`src/rtl/xlat_pkg.sv`:
```
// Package: shared encodings for the address translation fault reporter.
// Assumes the status field is at least 11 bits wide so the store flag fits.
package xlat_pkg;

    typedef enum logic [1:0] {
        ACC_LOAD  = 2'd0,
        ACC_STORE = 2'd1,
        ACC_FETCH = 2'd2,
        ACC_RSVD  = 2'd3
    } acc_kind_e;

    typedef enum logic [1:0] {
        LK_HIT  = 2'd0,
        LK_MISS = 2'd1,
        LK_PROT = 2'd2,
        LK_BAD  = 2'd3
    } lk_err_e;

    localparam int CODE_W    = 11;
    localparam int STORE_BIT = 10;

    // Build the status code from the fault class and the access kind.
    function automatic logic [CODE_W-1:0] fault_code(input logic is_miss,
                                                     input acc_kind_e kind);
        logic [CODE_W-1:0] c;
        c = 11'd16;
        c[1] = is_miss;
        c[0] = (kind == ACC_FETCH);
        c[STORE_BIT] = (kind == ACC_STORE);
        return c;
    endfunction

endpackage

```
`src/rtl/xlat_mode_sel.sv`:
```
// Module: decides whether translation applies to the current request.
// Assumes all configuration inputs are static or synchronous to clk.
module xlat_mode_sel (
    input  logic cfg_xlat_fitted,
    input  logic cfg_full_regs,
    input  logic cfg_reg_xlat_bit,
    input  logic msr_vmode,
    output logic xlat_active
);
    logic unit_present;

    // Unit is present when built in and not disabled by the register set.
    always_comb begin
        unit_present = cfg_xlat_fitted && !(cfg_full_regs && !cfg_reg_xlat_bit);
        xlat_active  = unit_present && msr_vmode;
    end
endmodule

```
`src/rtl/xlat_addr_calc.sv`:
```
// Module: forms the physical address and rights for bypass or hit.
// Assumes the request address lies in the entry's virtual page on a hit;
// entry bases are masked to the page boundary here.
module xlat_addr_calc #(
    parameter int ADDR_W     = 32,
    parameter int PAGE_BYTES = 4096
) (
    input  logic              xlat_active,
    input  logic [ADDR_W-1:0] req_vaddr,
    input  logic [ADDR_W-1:0] lk_vbase,
    input  logic [ADDR_W-1:0] lk_pbase,
    input  logic [2:0]        lk_perm,
    output logic [ADDR_W-1:0] paddr,
    output logic [2:0]        perm
);
    localparam int PAGE_SH = $clog2(PAGE_BYTES);

    logic [ADDR_W-1:0] page_mask;
    logic [ADDR_W-1:0] vpage;
    logic [ADDR_W-1:0] ppage;

    generate
        if (PAGE_SH == 0) begin : g_nomask
            // Byte pages: every address is its own page base.
            assign page_mask = '1;
        end else begin : g_mask
            // Clear the in-page offset bits.
            assign page_mask = {{(ADDR_W-PAGE_SH){1'b1}}, {PAGE_SH{1'b0}}};
        end
    endgenerate

    // Select identity mapping or base-plus-offset translation.
    always_comb begin
        vpage = lk_vbase & page_mask;
        ppage = lk_pbase & page_mask;
        if (xlat_active) begin
            paddr = ppage + (req_vaddr - vpage);
            perm  = lk_perm;
        end else begin
            paddr = req_vaddr;
            perm  = 3'b111;
        end
    end
endmodule

```
`src/rtl/xlat_fault_capture.sv`:
```
// Module: records translation faults and holds the pending request.
// Assumes fault_ack is a single-cycle pulse from the exception logic.
module xlat_fault_capture #(
    parameter int ADDR_W = 32,
    parameter int ST_W   = 16
) (
    input  logic              clk,
    input  logic              rst_n,
    input  logic              req_valid,
    input  logic              xlat_active,
    input  logic [ADDR_W-1:0] req_vaddr,
    input  logic [1:0]        req_kind,
    input  logic [1:0]        lk_err,
    input  logic              fault_ack,
    output logic              fault_req,
    output logic [ADDR_W-1:0] fault_addr,
    output logic [ST_W-1:0]   fault_status,
    output logic              fatal_recursive,
    output logic              lk_internal_err
);
    import xlat_pkg::*;

    logic                 new_fault;
    logic                 bad_lookup;
    logic                 fresh_slot;
    logic [CODE_W-1:0]    code;

    // Classify the current lookup outcome.
    always_comb begin
        new_fault  = req_valid && xlat_active &&
                     (lk_err == LK_MISS || lk_err == LK_PROT);
        bad_lookup = req_valid && xlat_active && (lk_err == LK_BAD);
        fresh_slot = !fault_req || fault_ack;
        code       = fault_code(lk_err == LK_MISS, acc_kind_e'(req_kind));
    end

    // Fault record, pending flag and sticky error flags.
    always_ff @(posedge clk) begin
        if (!rst_n) begin
            fault_req       <= 1'b0;
            fault_addr      <= '0;
            fault_status    <= '0;
            fatal_recursive <= 1'b0;
            lk_internal_err <= 1'b0;
        end else begin
            if (new_fault && fresh_slot) begin
                fault_addr   <= req_vaddr;
                fault_status <= ST_W'(code);
            end
            if (new_fault) begin
                fault_req <= 1'b1;
            end else if (fault_ack) begin
                fault_req <= 1'b0;
            end
            if (new_fault && !fresh_slot) begin
                fatal_recursive <= 1'b1;
            end
            if (bad_lookup) begin
                lk_internal_err <= 1'b1;
            end
        end
    end
endmodule

```
`src/rtl/xlat_fault_unit.sv`:
```
// Module: top of the address translation fault reporter.
// Registers the address response; faults are held in xlat_fault_capture.
// Assumes ST_W >= 11 and PAGE_BYTES a power of two.
module xlat_fault_unit #(
    parameter int ADDR_W     = 32,
    parameter int PAGE_BYTES = 4096,
    parameter int ST_W       = 16
) (
    input  logic              clk,
    input  logic              rst_n,
    input  logic              req_valid,
    input  logic [ADDR_W-1:0] req_vaddr,
    input  logic [1:0]        req_kind,
    input  logic              cfg_xlat_fitted,
    input  logic              cfg_full_regs,
    input  logic              cfg_reg_xlat_bit,
    input  logic              msr_vmode,
    input  logic [1:0]        lk_err,
    input  logic [ADDR_W-1:0] lk_vbase,
    input  logic [ADDR_W-1:0] lk_pbase,
    input  logic [2:0]        lk_perm,
    input  logic              fault_ack,
    output logic              rsp_valid,
    output logic              rsp_xlated,
    output logic [ADDR_W-1:0] rsp_paddr,
    output logic [2:0]        rsp_perm,
    output logic              fault_req,
    output logic [ADDR_W-1:0] fault_addr,
    output logic [ST_W-1:0]   fault_status,
    output logic              fatal_recursive,
    output logic              lk_internal_err
);
    import xlat_pkg::*;

    logic              xlat_active;
    logic [ADDR_W-1:0] calc_paddr;
    logic [2:0]        calc_perm;
    logic              give_rsp;

    xlat_mode_sel mode_i (
        .cfg_xlat_fitted (cfg_xlat_fitted),
        .cfg_full_regs   (cfg_full_regs),
        .cfg_reg_xlat_bit(cfg_reg_xlat_bit),
        .msr_vmode       (msr_vmode),
        .xlat_active     (xlat_active)
    );

    xlat_addr_calc #(.ADDR_W(ADDR_W), .PAGE_BYTES(PAGE_BYTES)) calc_i (
        .xlat_active(xlat_active),
        .req_vaddr  (req_vaddr),
        .lk_vbase   (lk_vbase),
        .lk_pbase   (lk_pbase),
        .lk_perm    (lk_perm),
        .paddr      (calc_paddr),
        .perm       (calc_perm)
    );

    xlat_fault_capture #(.ADDR_W(ADDR_W), .ST_W(ST_W)) cap_i (
        .clk            (clk),
        .rst_n          (rst_n),
        .req_valid      (req_valid),
        .xlat_active    (xlat_active),
        .req_vaddr      (req_vaddr),
        .req_kind       (req_kind),
        .lk_err         (lk_err),
        .fault_ack      (fault_ack),
        .fault_req      (fault_req),
        .fault_addr     (fault_addr),
        .fault_status   (fault_status),
        .fatal_recursive(fatal_recursive),
        .lk_internal_err(lk_internal_err)
    );

    // A response exists for bypass or for a hit.
    always_comb begin
        give_rsp = req_valid && (!xlat_active || lk_err == LK_HIT);
    end

    // Register the address response.
    always_ff @(posedge clk) begin
        if (!rst_n) begin
            rsp_valid  <= 1'b0;
            rsp_xlated <= 1'b0;
            rsp_paddr  <= '0;
            rsp_perm   <= '0;
        end else begin
            rsp_valid <= give_rsp;
            if (give_rsp) begin
                rsp_xlated <= xlat_active;
                rsp_paddr  <= calc_paddr;
                rsp_perm   <= calc_perm;
            end
        end
    end
endmodule

```
`config.mk`:
```
export PLATFORM = sky130hd
export DESIGN_NAME = xlat_fault_unit
export DESIGN_NICKNAME = d
export VERILOG_FILES = /design/src/rtl/xlat_pkg.sv /design/src/rtl/xlat_mode_sel.sv /design/src/rtl/xlat_addr_calc.sv /design/src/rtl/xlat_fault_capture.sv /design/src/rtl/xlat_fault_unit.sv
export SDC_FILE = /design/constraint.sdc
export NUM_CORES = 1
export LEC_CHECK = 0
export ABC_CLOCK_PERIOD_IN_PS = 3700
export BUFFER_PORTS_ARGS = -buffer_cell sky130_fd_sc_hd__buf_2
export CORE_MARGIN = 5
export CORE_UTILIZATION = 30
export CTS_BUF_LIST = sky130_fd_sc_hd__clkbuf_8
export DETAILED_ROUTE_END_ITERATION = 10
export PLACE_DENSITY_LB_ADDON = 0.1
export SLEW_MARGIN = 20
export SYNTH_ARGS = -nofsm -noshare
export SYNTH_HDL_FRONTEND = slang
export SYNTH_SLANG_ARGS = --single-unit
```
`constraint.sdc`:
```
create_clock -name clk -period 3.7 [get_ports clk]
set_clock_uncertainty 0.1 [all_clocks]
set_input_delay 0.185 -clock clk [delete_from_list [all_inputs] [get_ports clk]]
set_output_delay 0.185 -clock clk [all_outputs]
set_load 0.1 [all_outputs]
```
# Word level (Yosys, flattened, before mapping)

Cells that the tools add are included.

Equality and inequality tests: 5
Add/sub/neg operators: 2
Reductions and logical operators: 19
Mux-type cells: 4

Operator list:

| cell               | number |
|---|---|
| $add 32x32->32     | 1 |
| $mux 32            | 1 |
| $sub 32x32->32     | 1 |
| $logic_and 1x1->1  | 9 |
| $eq 2x2->1 const B | 3 |
| $logic_not 1->1    | 5 |
| $eq 2x1->1 const B | 2 |
| $logic_or 1x1->1   | 3 |
| $mux 3             | 1 |
| $logic_not 2->1    | 1 |
| $mux 1             | 2 |
| $reduce_bool 2->1  | 1 |

Word-level logic and storage cells: 39
Register bits after elaboration: 76
Input bits: 111

# Depth between registers and ports, before layout

Word-level depth: 8
Depth in mapped cells: 12
Mapped depth without buffers: 12

# Cells and area by module

From an unflattened synthesis, not the netlist that was laid out.

Cells, all modules: 762
Area, all modules: 6145.9 um^2

By module, submodules not included:

| module             | times used | area an instance (um^2) | cells each |
|---|---|---|---|
| xlat_addr_calc     | 1          | 2896.5                  | 416 |
| xlat_fault_capture | 1          | 1724.2                  | 181 |
| xlat_fault_unit    | 1          | 1508.9                  | 162 |
| xlat_mode_sel      | 1          | 16.3                    | 3 |

# Worst setup path after synthesis

Ideal clock, no wire load.

Path type: in2reg
From: input port req_vaddr[15]
To: register rsp_paddr[26]
Slack: 931 ps
Stages on the path: 12
Data arrival time: 2533 ps
Data required time: 3463 ps
Library setup time: 137 ps
Cell sequence: inv_1 > fa_1 > inv_1 > ha_1 > a21o_1 > a211oi_1 > o21ai_0 > a21bo_2 > a41o_2 > a211oi_2 > xor2_1 > a21oi_1

Cells in the longest elaborated chain, start to end: 3

RTL lines:

| item                 | line                  | source |
|---|---|---|
| start, declared      | xlat_fault_unit.sv:12 | `input logic [ADDR_W-1:0] req_vaddr,` |
| $sub 32x32->32       | xlat_addr_calc.sv:37  | `paddr = ppage + (req_vaddr - vpage);` |
| $add 32x32->32       | xlat_addr_calc.sv:37  |  |
| $mux 32              | xlat_addr_calc.sv:36  | `if (xlat_active) begin` |
| end signal, assigned | xlat_fault_unit.sv:90 | `rsp_paddr <= calc_paddr;` |
| end, declared        | xlat_fault_unit.sv:25 | `output logic [ADDR_W-1:0] rsp_paddr,` |

No other way between the ends.
A chain may end at the register's enable or synchronous reset.

# Final worst setup path

From: input port req_vaddr[15]
To: register rsp_paddr[30]

The elaborated chain is that of the path after synthesis.

==> flow_summary.toml <==
[setup_path]
r2r_setup_slack_ns = 1.78
crit_start = "req_vaddr[15]"
cp_slowest_stage_delay_ns = 0.53
r2r_end = "cap_i.fault_addr[15]"
cp_data_required_time_ns = 3.86
r2r_start = "cap_i.fault_req"
arrival_ns = 3.54
endpoint = "rsp_paddr[30]"
crit_path_max_fanout = 6
critPathCaptureType = "flop"
crit_path_cell_trace = "dlygate4sd3_1 -> buf_2 -> inv_1 -> fa_1 -> inv_1 -> ha_1 -> a21o_1 -> a211oi_1 -> o21ai_0 -> a21bo_2 -> a41o_2 -> a31oi_1 -> xor2_1 -> a21oi_1"
start_kind = "input port"
critPathKind = "in -> reg"
crit_top_cell = "inv_1"
critPathSlowestCell = "fa_1"
worst-r2r-cell-count = 5

[detailed_routing]
detailedRoute.firstPassIterationCount = 4
vias = 5307
drc = 0
routedWlPerCell_um = 15.45
wl_um = 17090
avgViaCountPerCell = 4.798
first_iter_violations = 210
ant_nets = 0

[cells_and_area]
area_growth_pct = 29.49
layout.cells.non_filler = 1106
nNetsFinal = 1039
antenna_cells = 0
drive_gt1_frac = 0.2304

[die]
io_pins = 199
fp.dieArea_sq_um = 20380
rows = 48
start_util = 0.3056
die_height_um = 142.7
die_w_um = 142.7
core_area_sq_um = 17300

[synthesis]
synth_warnings = 0
synth_area_sq_um = 5286
synth-main-ff-cell = "dfxtp_1"
yosysTopAreaCellShare = 0.2878
postSynthAreaPerCell_sq_um = 7.650
synthMuxAreaShare = 0
synth-compound-area-share = 0.2395
synthCells = 691
synthDistinctLibCells = 58
synthXorXnorAreaFrac = 0.04805
yosysTopAreaCell = "dfxtp_1"
synthAdderAreaFrac = 0.1501
yosys.area_share.simple = 0.1702
seq_area_frac_synth = 0.2878
synthTopCellsByArea = "dfxtp_1 29%, nand2_1 8.3%, a21oi_1 7.9%"
synth_top_family_by_area = "compound AO/OA/AOI/OAI gates"
synth-seq-cells = 76
async_flop_share = 0
synth_edf_count = 0

[timing]
slew_violations = 0
finalCritPeriodShare = 0.9131
setup_viol = 0
max_slew_margin = 0.5377
fmax_ghz = 0.2960
max_slew.worst_pin.slew_ns = 0.6913
layout_min_cycle_time_ns = 3.379
rsz0062_at_grt = "no"
fin_ws_ns = 0.3215
tns_ns = 0
finalHoldViolations = 0

[cts]
clock_sinks = 76
cts_buffers = 9
cts.path.max_buffers = 2
clk_latency_ns = 0.36
clk_transition_reported_paths_ns = 0.08
cts_max_level = 3
cts_tree = "done"
clock-root-buffer = "clkbuf_8"

[global_routing]
antenna_found_initial = 0
grt_max_degree = 41
gr-total-overflow = 0
grt_usage = 0.1696
grt_pass1_wl_um = 27690
grt_pass1_vias = 5411

[power]
irDropWorstVdd_mv = 0.1560
powerDensity_nw_per_um2 = 416.6
leakagePower_nw = 3.412

[min_path]
min_from = "req_vaddr[23]"
hold_class = "in -> reg"

[status]
outcome = "finished, final reports clean"

[place]
dp_hpwl_um = 13170
portBuffers = 162
pre_cts_slack_ns = 0.5140
dp.cells = 1057
place_congestion = 0.8608

[run]
cap_violations = 0
==> worst max-delay path: cells and delay by family <==
| kind | cells | cell delay [ns] |
|---|---|---|
| adder cells (fa/ha/maj) | 2 | 0.88 |
| buffers and inverters | 4 | 0.75 |
| AO/OA/AOI/OAI | 7 | 1.49 |
| XOR/XNOR | 1 | 0.23 |
==> per-stage QoR <==
step / utilization / cell area [sq um] / total power, mW / hold slack, ns
after floorplan: - / 5328 / 1.873 / 0.2210
after CTS: 0.3958 / 6845 / 2.889 / 0.002023
after global routing: 0.3958 / 6845 / 3.037 / 0.01926
final: 0.3958 / 6845 / 2.852 / 0.02462
after detailed placement: 0.3644 / 6302 / 2.145 / 0.3374
after global placement: 0.3644 / 6302 / 2.139 / 0.3172
==> worst min path at each step <==
stage	endpoint	slack, ns	cells after the start
after global routing	rsp_paddr[1]	0.02	3
after CTS	cap_i.fault_addr[1]	0.002	3
final	cap_i.fault_addr[23]	0.02	3
after floorplan	cap_i.fault_addr[0]	0.22	2
after global placement	rsp_perm[0]	0.32	3
after detailed placement	rsp_perm[0]	0.34	3
==> routing by layer <==
metal | up-vias | share of wire | track usage
met3 | 18 | 0.047 | 0.02110
met4 | 0 | 0.017 | 0.05453
met5 | - | 0 | 0
met1 | 2481 | 0.46 | 0.2245
met2 | 125 | 0.47 | 0.2876
li1 | 2683 | - | -
==> cells in the mapped netlist, types with 11 or more instances <==
| library cell | count |
|---|---|
| a21oi_1 | 83 |
| dfxtp_1 | 76 |
| nor2_1 | 36 |
| xnor2_1 | 16 |
| buf_4 | 12 |
| o211ai_1 | 14 |
| xor2_1 | 13 |
| nand3_1 | 11 |
| o21ai_0 | 27 |
| clkbuf_1 | 29 |
| inv_1 | 90 |
| ha_1 | 33 |
| nand2_1 | 117 |
| a21o_1 | 11 |
| fa_1 | 19 |
==> where the power goes <==
| group | total, mW | internal [mW] | switching, mW | leakage [nW] |
|---|---|---|---|---|
| registers | 0.881 | 0.860 | 0.0209 | 0.622 |
| logic | 1.27 | 0.391 | 0.880 | 2.68 |
| clock network | 0.700 | 0.365 | 0.335 | 0.114 |
| total | 2.85 | 1.62 | 1.24 | 3.41 |
==> sequential cells by signal, summed over array words and instances (netlist names) <==
signal and count:
rsp_valid 1, rsp_xlated 1, rsp_perm 3, cap_i.fault_req 1
cap_i.lk_internal_err 1, rsp_paddr 32, cap_i.fatal_recursive 1, cap_i.fault_status 4
cap_i.fault_addr 32
==> cell usage in the layout, fill, tap and decap left out, drive strengths merged, types with 11 or more instances in the layout <==
master | Yosys | routed
dlygate4sd3 | 0 | 33
nand2 | 117 | 117
ha | 33 | 33
o211ai | 14 | 14
nor2 | 36 | 36
dfxtp | 76 | 76
buf | 14 | 173
fa | 19 | 19
a21o | 11 | 11
a21oi | 83 | 83
nand3 | 11 | 11
clkbuf | 29 | 12
inv | 90 | 91
xor2 | 13 | 13
o21ai | 27 | 27
xnor2 | 16 | 16
conb | 1 | 12
==> cell type report <==
| cell class | count | area [sq um] |
|---|---|---|
| clock buffer | 12 | 165.2 |
| fill | 1864 | 10450 |
| multi-input combinational | 492 | 3264 |
| sequential | 76 | 1521 |
| timing repair buffer | 206 | 1224 |
| tap | 225 | 281.5 |
| clock inverter | 4 | 47.55 |
| inverter | 91 | 341.6 |
==> kinds of logic (layout without fill, tap and decap cells) <==
logic type               Yosys count  after routing
AND/OR/NAND/NOR                  205            205
adder cells (fa/ha/maj)           52             52
XOR/XNOR                          29             29
AO/OA/AOI/OAI                    194            194
buffers and inverters            134            313
flip-flops                        76             76
other                              1             12
==> repair_timing <==
action / 4_1_cts / 5_1_grt
hold buffers: 33 / 0
resized for setup: 0 / 0
setup buffers: 0 / 0
hold endpoints to repair: 37 / 0
Note: power is estimated with default switching activity, not from simulation.
